==> src/rtl/sio_irq_pkg.sv <==
// Shared widths and bit positions for the serial interrupt unit.
package sio_irq_pkg;
    localparam int SRC_COUNT   = 13;
    localparam int MDM_LINES   = 4;

    // Source positions (software decodes these)
    localparam int SRC_RX_TRIG  = 0;
    localparam int SRC_RX_EMPTY = 1;
    localparam int SRC_RX_FULL  = 2;
    localparam int SRC_TX_EMPTY = 3;
    localparam int SRC_TX_FULL  = 4;
    localparam int SRC_RX_OVR   = 5;
    localparam int SRC_FRAMING  = 6;
    localparam int SRC_PARITY   = 7;
    localparam int SRC_RX_TMO   = 8;
    localparam int SRC_MODEM    = 9;
    localparam int SRC_TX_TRIG  = 10;
    localparam int SRC_TX_NFULL = 11;
    localparam int SRC_TX_OVR   = 12;

    // Modem line / delta positions
    localparam int MDM_CTS = 0;
    localparam int MDM_DSR = 1;
    localparam int MDM_RI  = 2;
    localparam int MDM_DCD = 3;

    typedef logic [SRC_COUNT-1:0] src_vec_t;
    typedef logic [MDM_LINES-1:0] mdm_vec_t;
endpackage

==> src/rtl/sio_irq_mask.sv <==
// Interrupt mask held behind separate set and clear write ports.
// Assumes both ports may strobe in one cycle; clearing takes priority.
module sio_irq_mask #(
    parameter int WIDTH = 13
) (
    input  logic             clk,
    input  logic             rst_n,
    input  logic             set_wr,
    input  logic [WIDTH-1:0] set_bits,
    input  logic             clr_wr,
    input  logic [WIDTH-1:0] clr_bits,
    output logic [WIDTH-1:0] mask_q
);
    logic [WIDTH-1:0] set_eff;
    logic [WIDTH-1:0] clr_eff;

    // Qualify the write data with its strobe.
    always_comb begin
        set_eff = set_wr ? set_bits : '0;
        clr_eff = clr_wr ? clr_bits : '0;
    end

    // Apply set first, then clear, so clear wins on a shared bit.
    always_ff @(posedge clk) begin
        if (!rst_n) mask_q <= '0;
        else        mask_q <= (mask_q | set_eff) & ~clr_eff;
    end

    // enabled bits are on after the write unless also disabled
    a_r2_enable_sets: assert property (@(posedge clk) disable iff (!rst_n)
        set_wr |=> ((mask_q & $past(set_bits & ~clr_eff)) == $past(set_bits & ~clr_eff)));
    // disabled bits are off after the write
    a_r3_disable_clears: assert property (@(posedge clk) disable iff (!rst_n)
        clr_wr |=> ((mask_q & $past(clr_bits)) == '0));
    // mask holds with no write
    a_r2_hold_idle: assert property (@(posedge clk) disable iff (!rst_n)
        (!set_wr && !clr_wr) |=> $stable(mask_q));
endmodule

==> src/rtl/sio_irq_status.sv <==
// Sticky status bits: set by event pulses, cleared by writing ones.
// Assumes events are single-cycle pulses; an event beats a same-cycle clear.
module sio_irq_status #(
    parameter int WIDTH = 13
) (
    input  logic             clk,
    input  logic             rst_n,
    input  logic [WIDTH-1:0] evt,
    input  logic             clr_wr,
    input  logic [WIDTH-1:0] clr_bits,
    output logic [WIDTH-1:0] status_q
);
    logic [WIDTH-1:0] clr_eff;

    // Qualify the clear mask with its strobe.
    always_comb clr_eff = clr_wr ? clr_bits : '0;

    // Clear the written ones, then OR in new events so events win.
    always_ff @(posedge clk) begin
        if (!rst_n) status_q <= '0;
        else        status_q <= (status_q & ~clr_eff) | evt;
    end

    // every pulsed bit is set on the next edge, clear or not
    a_r4_event_latches: assert property (@(posedge clk) disable iff (!rst_n)
        1'b1 |=> ((status_q & $past(evt)) == $past(evt)));
    // without a clear no set bit falls
    a_r4_sticky: assert property (@(posedge clk) disable iff (!rst_n)
        !clr_wr |=> ((status_q & $past(status_q)) == $past(status_q)));
    // cleared bits without a competing event go to zero
    a_r5_w1c_clears: assert property (@(posedge clk) disable iff (!rst_n)
        clr_wr |=> ((status_q & $past(clr_bits & ~evt)) == '0));
endmodule

==> src/rtl/sio_modem_delta.sv <==
// Modem line change tracker: synchronizes raw lines, keeps sticky
// per-line change bits (ring: falling edge only) and emits a pulse when
// any change bit goes from clear to set. Assumes lines are asynchronous.
module sio_modem_delta #(
    parameter int LINES       = 4,
    parameter int SYNC_STAGES = 2,
    parameter int RING_IDX    = 2
) (
    input  logic             clk,
    input  logic             rst_n,
    input  logic [LINES-1:0] line_in,
    input  logic             clr_wr,
    input  logic [LINES-1:0] clr_bits,
    output logic [LINES-1:0] delta_q,
    output logic             raise_evt
);
    localparam int LAST = SYNC_STAGES - 1;

    logic [LINES-1:0] sync_q [SYNC_STAGES];
    logic [LINES-1:0] prev_q;
    logic [LINES-1:0] cur;
    logic [LINES-1:0] change;
    logic [LINES-1:0] clr_eff;

    // Synchronizer chain into the clock domain.
    always_ff @(posedge clk) begin
        if (!rst_n) begin
            for (int s = 0; s < SYNC_STAGES; s++) sync_q[s] <= '0;
        end else begin
            sync_q[0] <= line_in;
            for (int s = 1; s < SYNC_STAGES; s++) sync_q[s] <= sync_q[s-1];
        end
    end

    assign cur = sync_q[LAST];

    // Remember the last synchronized level for edge detection.
    always_ff @(posedge clk) begin
        if (!rst_n) prev_q <= '0;
        else        prev_q <= cur;
    end

    // Per-line edge policy: ring line reports trailing edge only.
    for (genvar g = 0; g < LINES; g++) begin : g_edge
        if (g == RING_IDX) begin : g_fall
            assign change[g] = prev_q[g] & ~cur[g];
        end else begin : g_any
            assign change[g] = prev_q[g] ^ cur[g];
        end
    end

    // Qualify the delta clear with its strobe.
    always_comb clr_eff = clr_wr ? clr_bits : '0;

    // Sticky delta bits with set-wins-over-clear.
    always_ff @(posedge clk) begin
        if (!rst_n) delta_q <= '0;
        else        delta_q <= (delta_q & ~clr_eff) | change;
    end

    // Summary source: a delta bit newly becoming set.
    assign raise_evt = |(change & ~delta_q);

    // ring delta only rises after a synchronized falling ring level
    a_r10_ring_trailing: assert property (@(posedge clk) disable iff (!rst_n)
        $rose(delta_q[RING_IDX]) |-> ($past(prev_q[RING_IDX]) && !$past(cur[RING_IDX])));
    // without a clear, delta bits never fall
    a_r11_sticky: assert property (@(posedge clk) disable iff (!rst_n)
        !clr_wr |=> ((delta_q & $past(delta_q)) == $past(delta_q)));
    // a clear with no competing change empties the bit
    a_r11_w1c: assert property (@(posedge clk) disable iff (!rst_n)
        clr_wr |=> ((delta_q & $past(clr_bits & ~change)) == '0));
    // any newly set delta bit coincides with a summary pulse
    a_r12_new_delta_raises: assert property (@(posedge clk) disable iff (!rst_n)
        ((delta_q & ~$past(delta_q)) != '0) |-> $past(raise_evt));
endmodule

==> src/rtl/sio_irq_unit.sv <==
// Top of the serial interrupt unit: mask with set/clear ports, sticky
// status, modem delta section feeding the modem-change source, and the
// single interrupt request. Assumes all write strobes are one cycle wide.
module sio_irq_unit
    import sio_irq_pkg::*;
#(
    parameter int SYNC_STAGES = 2
) (
    input  logic                 clk,
    input  logic                 rst_n,
    input  logic                 ena_wr,
    input  logic [SRC_COUNT-1:0] ena_bits,
    input  logic                 dis_wr,
    input  logic [SRC_COUNT-1:0] dis_bits,
    input  logic                 sts_clr_wr,
    input  logic [SRC_COUNT-1:0] sts_clr_bits,
    input  logic [SRC_COUNT-1:0] src_evt,
    input  logic [MDM_LINES-1:0] mdm_line,
    input  logic                 mdm_clr_wr,
    input  logic [MDM_LINES-1:0] mdm_clr_bits,
    output logic [SRC_COUNT-1:0] mask_o,
    output logic [SRC_COUNT-1:0] status_o,
    output logic [MDM_LINES-1:0] delta_o,
    output logic                 irq_o
);
    src_vec_t mask_q;
    src_vec_t status_q;
    src_vec_t evt_merged;
    mdm_vec_t delta_q;
    logic     mdm_evt;

    sio_irq_mask #(.WIDTH(SRC_COUNT)) mask_i (
        .clk      (clk),
        .rst_n    (rst_n),
        .set_wr   (ena_wr),
        .set_bits (ena_bits),
        .clr_wr   (dis_wr),
        .clr_bits (dis_bits),
        .mask_q   (mask_q)
    );

    sio_modem_delta #(
        .LINES       (MDM_LINES),
        .SYNC_STAGES (SYNC_STAGES),
        .RING_IDX    (MDM_RI)
    ) delta_i (
        .clk       (clk),
        .rst_n     (rst_n),
        .line_in   (mdm_line),
        .clr_wr    (mdm_clr_wr),
        .clr_bits  (mdm_clr_bits),
        .delta_q   (delta_q),
        .raise_evt (mdm_evt)
    );

    // Route external pulses, replacing the modem lane with the internal one.
    for (genvar g = 0; g < SRC_COUNT; g++) begin : g_evt
        if (g == SRC_MODEM) begin : g_mdm
            assign evt_merged[g] = mdm_evt;
        end else begin : g_ext
            assign evt_merged[g] = src_evt[g];
        end
    end

    sio_irq_status #(.WIDTH(SRC_COUNT)) status_i (
        .clk      (clk),
        .rst_n    (rst_n),
        .evt      (evt_merged),
        .clr_wr   (sts_clr_wr),
        .clr_bits (sts_clr_bits),
        .status_q (status_q)
    );

    // Interrupt request from enabled pending sources.
    always_comb irq_o = |(status_q & mask_q);

    assign mask_o   = mask_q;
    assign status_o = status_q;
    assign delta_o  = delta_q;

    // the external modem lane alone never sets status bit 9
    a_r8_ext_modem_ignored: assert property (@(posedge clk) disable iff (!rst_n)
        (src_evt[SRC_MODEM] && !mdm_evt && !status_q[SRC_MODEM]) |=> !status_q[SRC_MODEM]);
    // a modem summary pulse always lands in status bit 9
    a_r12_summary_lands: assert property (@(posedge clk) disable iff (!rst_n)
        mdm_evt |=> status_q[SRC_MODEM]);
endmodule

==> config.mk <==
export PLATFORM = sky130hd
export DESIGN_NAME = sio_irq_unit
export DESIGN_NICKNAME = d
export VERILOG_FILES = /design/src/rtl/sio_irq_pkg.sv /design/src/rtl/sio_irq_mask.sv /design/src/rtl/sio_irq_status.sv /design/src/rtl/sio_modem_delta.sv /design/src/rtl/sio_irq_unit.sv
export SDC_FILE = /design/constraint.sdc
export NUM_CORES = 1
export LEC_CHECK = 0
export ABC_AREA = 1
export CAP_MARGIN = 5
export CORE_UTILIZATION = 42
export CTS_CLUSTER_SIZE = 30
export DETAILED_ROUTE_END_ITERATION = 6
export PLACE_DENSITY = 0.86
export SETUP_SLACK_MARGIN = 0.3
export SLEW_MARGIN = 40
export SYNTH_ARGS = -nofsm -noshare
export SYNTH_HDL_FRONTEND = slang
export SYNTH_HIERARCHICAL = 1
export SYNTH_SLANG_ARGS = --single-unit
==> constraint.sdc <==
create_clock -name clk -period 1.5 [get_ports clk]
set_input_delay 0.225 -clock clk [delete_from_list [all_inputs] [get_ports clk]]
set_output_delay 0.225 -clock clk [all_outputs]
set_load 0.05 [all_outputs]
Yosys cells after proc, flatten, opt, wreduce, memory -nomap -nowiden
Memories as Yosys holds them, arrays and structs flattened.
Cells that the tools add are included.
{"block": "word_totals", "input_bits": 66, "n_memories": 1, "reg_bits": 34, "wordCells": 34, "ram_bits": 8, "output_inout_bits": 31}
{"block": "op_classes", "bitwise_logic": 19, "n_mux": 8, "reduce_logical": 2}
{"memory": "delta_i.sync_q", "words": 2, "width": 4, "read_ports": 2, "rd_ports_with_merged_regs": 0, "write_ports": 2, "line": "sio_modem_delta.sv:19", "text": "logic [LINES-1:0] sync_q [SYNC_STAGES];"}
{"cell": "$and A13 B13 Y13", "count": 3}
{"cell": "$mux W13", "count": 3}
{"cell": "$not A13 Y13", "count": 2}
{"cell": "$or A13 B13 Y13", "count": 2}
{"cell": "$reduce_or A13 Y1", "count": 1}
{"cell": "$mux W4", "count": 3}
{"cell": "$and A4 B4 Y4", "count": 2}
{"cell": "$not A4 Y4", "count": 2}
{"cell": "$or A4 B4 Y4", "count": 1}
{"cell": "$reduce_or A4 Y1", "count": 1}
{"cell": "$xor A1 B1 Y1", "count": 3}
{"cell": "$mux W1", "count": 2}
{"cell": "$or A1 B1 Y1", "count": 2}
{"cell": "$and A1 B1 Y1", "count": 1}
{"cell": "$not A1 Y1", "count": 1}

Logic depth before layout (Yosys ltp)
{"block": "depth", "ltp_word": 5, "mapped_depth": 8, "ltp_nobuf": 8}

Hierarchy
Netlist, hierarchy kept.
{"module": "sio_modem_delta", "seq_area_each_um2": 320.3, "cells_per_inst": 83, "area_per_inst_um2": 605.6, "instances": 1}
{"module": "sio_irq_status", "seq_area_each_um2": 260.2, "cells_per_inst": 68, "area_per_inst_um2": 579.3, "instances": 1}
{"module": "sio_irq_mask", "seq_area_each_um2": 260.2, "cells_per_inst": 68, "area_per_inst_um2": 494.2, "instances": 1}
{"module": "sio_irq_unit", "seq_area_each_um2": 0.0, "cells_per_inst": 28, "area_per_inst_um2": 111.4, "instances": 1}

Least setup slack after synthesis
No wires, ideal clock.
{"block": "synth_path", "kind": "reg-to-output", "startpoint": "register status_i.status_q[2]", "endpoint": "output port irq_o", "stages_incl_launch_ff": 7, "path_slack_ns": 0.009, "t_arrival_ns": 1.266, "n_path_buf": 0, "path_cell_list": "dfxtp_1 nand2_1 nand2_1 inv_1 nand2_1 nor2_1 nand2_1"}
{"block": "synth_via", "elab_chain_len": 2}
{"element": "start, declared", "line": "sio_irq_status.sv:11", "text": "output logic [WIDTH-1:0] status_q"}
{"element": "start signal, assigned", "line": "sio_irq_status.sv:21", "text": "else status_q <= (status_q & ~clr_eff) | evt;"}
{"element": "$and A13 B13 Y13", "line": "sio_irq_unit.sv:75", "text": "always_comb irq_o = |(status_q & mask_q);"}
{"element": "$reduce_or A13 Y1", "line": "sio_irq_unit.sv:75"}
{"element": "end, declared", "line": "sio_irq_unit.sv:24", "text": "output logic irq_o"}
Every way passes these cells.

Worst setup path in the final report
{"block": "layout_path", "startpoint": "register mask_i.mask_q[0]", "endpoint": "output port irq_o"}
{"block": "layout_via", "elab_chain_len": 2}
{"element": "start, declared", "line": "sio_irq_mask.sv:12", "text": "output logic [WIDTH-1:0] mask_q"}
{"element": "start signal, assigned", "line": "sio_irq_mask.sv:26", "text": "else mask_q <= (mask_q | set_eff) & ~clr_eff;"}
{"element": "$and A13 B13 Y13", "line": "sio_irq_unit.sv:75"}
{"element": "$reduce_or A13 Y1", "line": "sio_irq_unit.sv:75"}
Every way passes these cells.

==> results.toml <==
[logic_synthesis]
yosys.area_share.simple_pct = 31.0
synth_mux_area_share_pct = 0
synth.most_common_cell = "nand2_1"
synth_nets = 313
synth_compound_area_share_pct = 10.5
dominantRegCellSynth = "dfxtp_1"
syn_area_um2 = 1790
synthDominantCellAreaShare_pct = 47.0
synth-edff-count = 0
synth_xor_area_share_pct = 0
async_flop_share_pct = 0
synth_top_area_cell = "dfxtp_1"
ys_ff_latch = 42
synthTopCellsByArea = "dfxtp_1 47%, nand2_1 17%, inv_1 9.0%"
synth_common_cells = "83 x nand2_1, 43 x inv_1, 42 x dfxtp_1"
syn_inst = 247
synth_top_family_by_area = "simple AND/OR/NAND/NOR gates"
synthAdderAreaFrac_pct = 0
avgSynthCellArea_um2 = 7.25
ys_warn_count = 6
ys_seq_area_share_pct = 47.0
yosys.cell_types.count = 13

[sta]
setup_tns_ps = 0
fin_crit_sh_pct = 94.1
fin_skew_ps = 1.95
max-slew-margin-rel_pct = 59.6
drv_slew = 0
finalSetupViolations = 0
worst_pin_slew_ps = 605
period_minus_slack_ps = 1410
hold_viol = 0
setup_ws_ps = 89.1
rsz0062_at_grt = "true"
max_freq_mhz = 709

[global_route]
grt_max_degree = 27
grt_util_met2_pct = 41.0
grt_pass1_wl_um = 7160
grt_pass1_vias = 1662
grt_use_met3_pct = 5.24
grt_antenna_before_repair = 0
busiest_layer = "met2"
grt_usage_pct = 21.4
met1_usage_pct = 22.0
grt-ovfl-total = 0

[drt]
drcViolationCount = 0
firstDrtPassIters = 4
routed_wl_um = 4550
wire_per_inst_um = 11.3
drtIter0Drc = 70
drtAntennaViolNets = 0
vias = 1812
via_per_inst = 4.51

[placed_design]
pre_cts_slack_ps = 141
dp_hpwl_um = 3500
portBuffers = 95
dpl_cell_area_um2 = 2770
dpl.cell_count = 390
place_congestion = 0.742

[finish]
drive_above_1_share_pct = 31.3
syn2layout_area_growth_pct = 61.4
fillerInstances = 359
stdcell_count = 402
fin_nets = 418
design_area_um2 = 2890
n_antenna_cell = 0

[hold_path]
worstHoldPathCells = 2
hold_start = "delta_i/sync_q[0][0]$_SDFF_PN0_"
hp-class = "reg2reg"
hold_end = "delta_i/sync_q[0][4]$_SDFF_PN0_"

[floorplanning]
rows = 23
fp.coreArea_um2 = 4060
die_x_um = 67.3
die_h_um = 67.3
die-area_um2 = 4530
io_pins = 97
start_util_pct = 44.1

[cts]
cts_tree = "done"
clk_pin_slew_ps = 70
cts.sinks = 42
htree_levels = 2
clk_path_buf_depth = 2
clock_latency_ps = 280
postCtsHoldBufs = 0
root_buffer = "clkbuf_8"
cts_buffers = 5

[worst_setup_path]
crit_arrival_ps = 1190
r2r_cells = 8
rrSetupSlack_ps = 590
end_kind = "primary output"
critPathKind = "reg2out"
reg2reg_from = "delta_i/sync_q[0][7]$_SDFF_PN0_"
regToRegEndpoint = "status_i/status_q[9]$_SDFF_PN0_"
cp-start-kind = "flop"
cp_max_fo = 3
cp.required_ps = 1270

[power]
p_per_area_nw_per_um2 = 908
leakagePower_uw = 0.00142
total_power_uw = 2620
vdd_ir_drop_max_mv = 0.484

[run_status]
status = "completed"

[run]
drv_cap = 0
[routing by layer]
layer / wire length (um) / vias up
li1: - / 945
met1: 1780 / 811
met2: 2430 / 49
met3: 275 / 7
met4: 75 / 0
met5: 0 / -
[what timing repair did]
action,4_1_cts,5_1_grt
pin swaps,2,3
setup buffers,2,3
setup endpoints to repair,1,1
resized for setup,0,2
[layout make-up]
type / count / area (um^2) / area share [%]
Timing Repair Buffer: 104 / 966 / 33.4
Sequential cell: 42 / 873 / 30.2
Multi-Input combinational cell: 156 / 749 / 25.9
Inverter: 43 / 161 / 5.59
Clock buffer: 7 / 76.3 / 2.64
Tap cell: 50 / 62.6 / 2.17
[cell families after synthesis]
family          count (synthesis)
compound gates                 30
simple gates                  126
buf+inv                        49
flops                          42
[registers in the layout, indices dropped and copies added (netlist names)]
register           flops
delta_i/delta_q        4
delta_i/prev_q         4
delta_i/sync_q         8
mask_i/mask_q         13
status_i/status_q     13
[metrics by stage]
stage,hold slack (ps),util [%]
after floorplan,318,-
after global placement,392,68.3
after detailed placement,398,68.3
final,414,71.2
after CTS,416,70.5
after global routing,426,71.2
[layout by cell type (no fill, tap or decap), drive strengths merged]
cell	n
a21oi	30
clkdlybuf4s50	64
nand3b	1
buf	40
nand3	4
inv	43
nand2	106
clkbuf	7
nor2	15
dfxtp	42
[how the worst max path moves through the flow]
stage | from | endpoint | slack [ps] | cells after the start
final | mask_i/mask_q[0]$_SDFF_PN0_ | irq_o | 90 | 7
after global routing | mask_i/mask_q[6]$_SDFF_PN0_ | irq_o | 8 | 7
after CTS | mask_i/mask_q[0]$_SDFF_PN0_ | irq_o | 60 | 7
after detailed placement | rst_n | status_i/status_q[8]$_SDFF_PN0_ | 140 | 3
after global placement | rst_n | status_i/status_q[9]$_SDFF_PN0_ | 130 | 3
after floorplan | status_i/status_q[2]$_SDFF_PN0_ | irq_o | 310 | 6
[critical path, stage by stage, from the launching register on]
cell	delay [ps]
dfxtp_2	330
nand2_1	60
nand2_1	50
inv_1	70
nand2_1	50
nor2_1	110
nand2_2	80
buf_12	150
[power by group]
part	internal [uW]	leakage [uW]	total [uW]	switching [uW]
Sequential	1190	0.000355	1240	46.0
Combinational	327	0.00102	712	385
Clock	321	0.0000383	675	355
No activity file was read; power rests on OpenSTA's default activity.
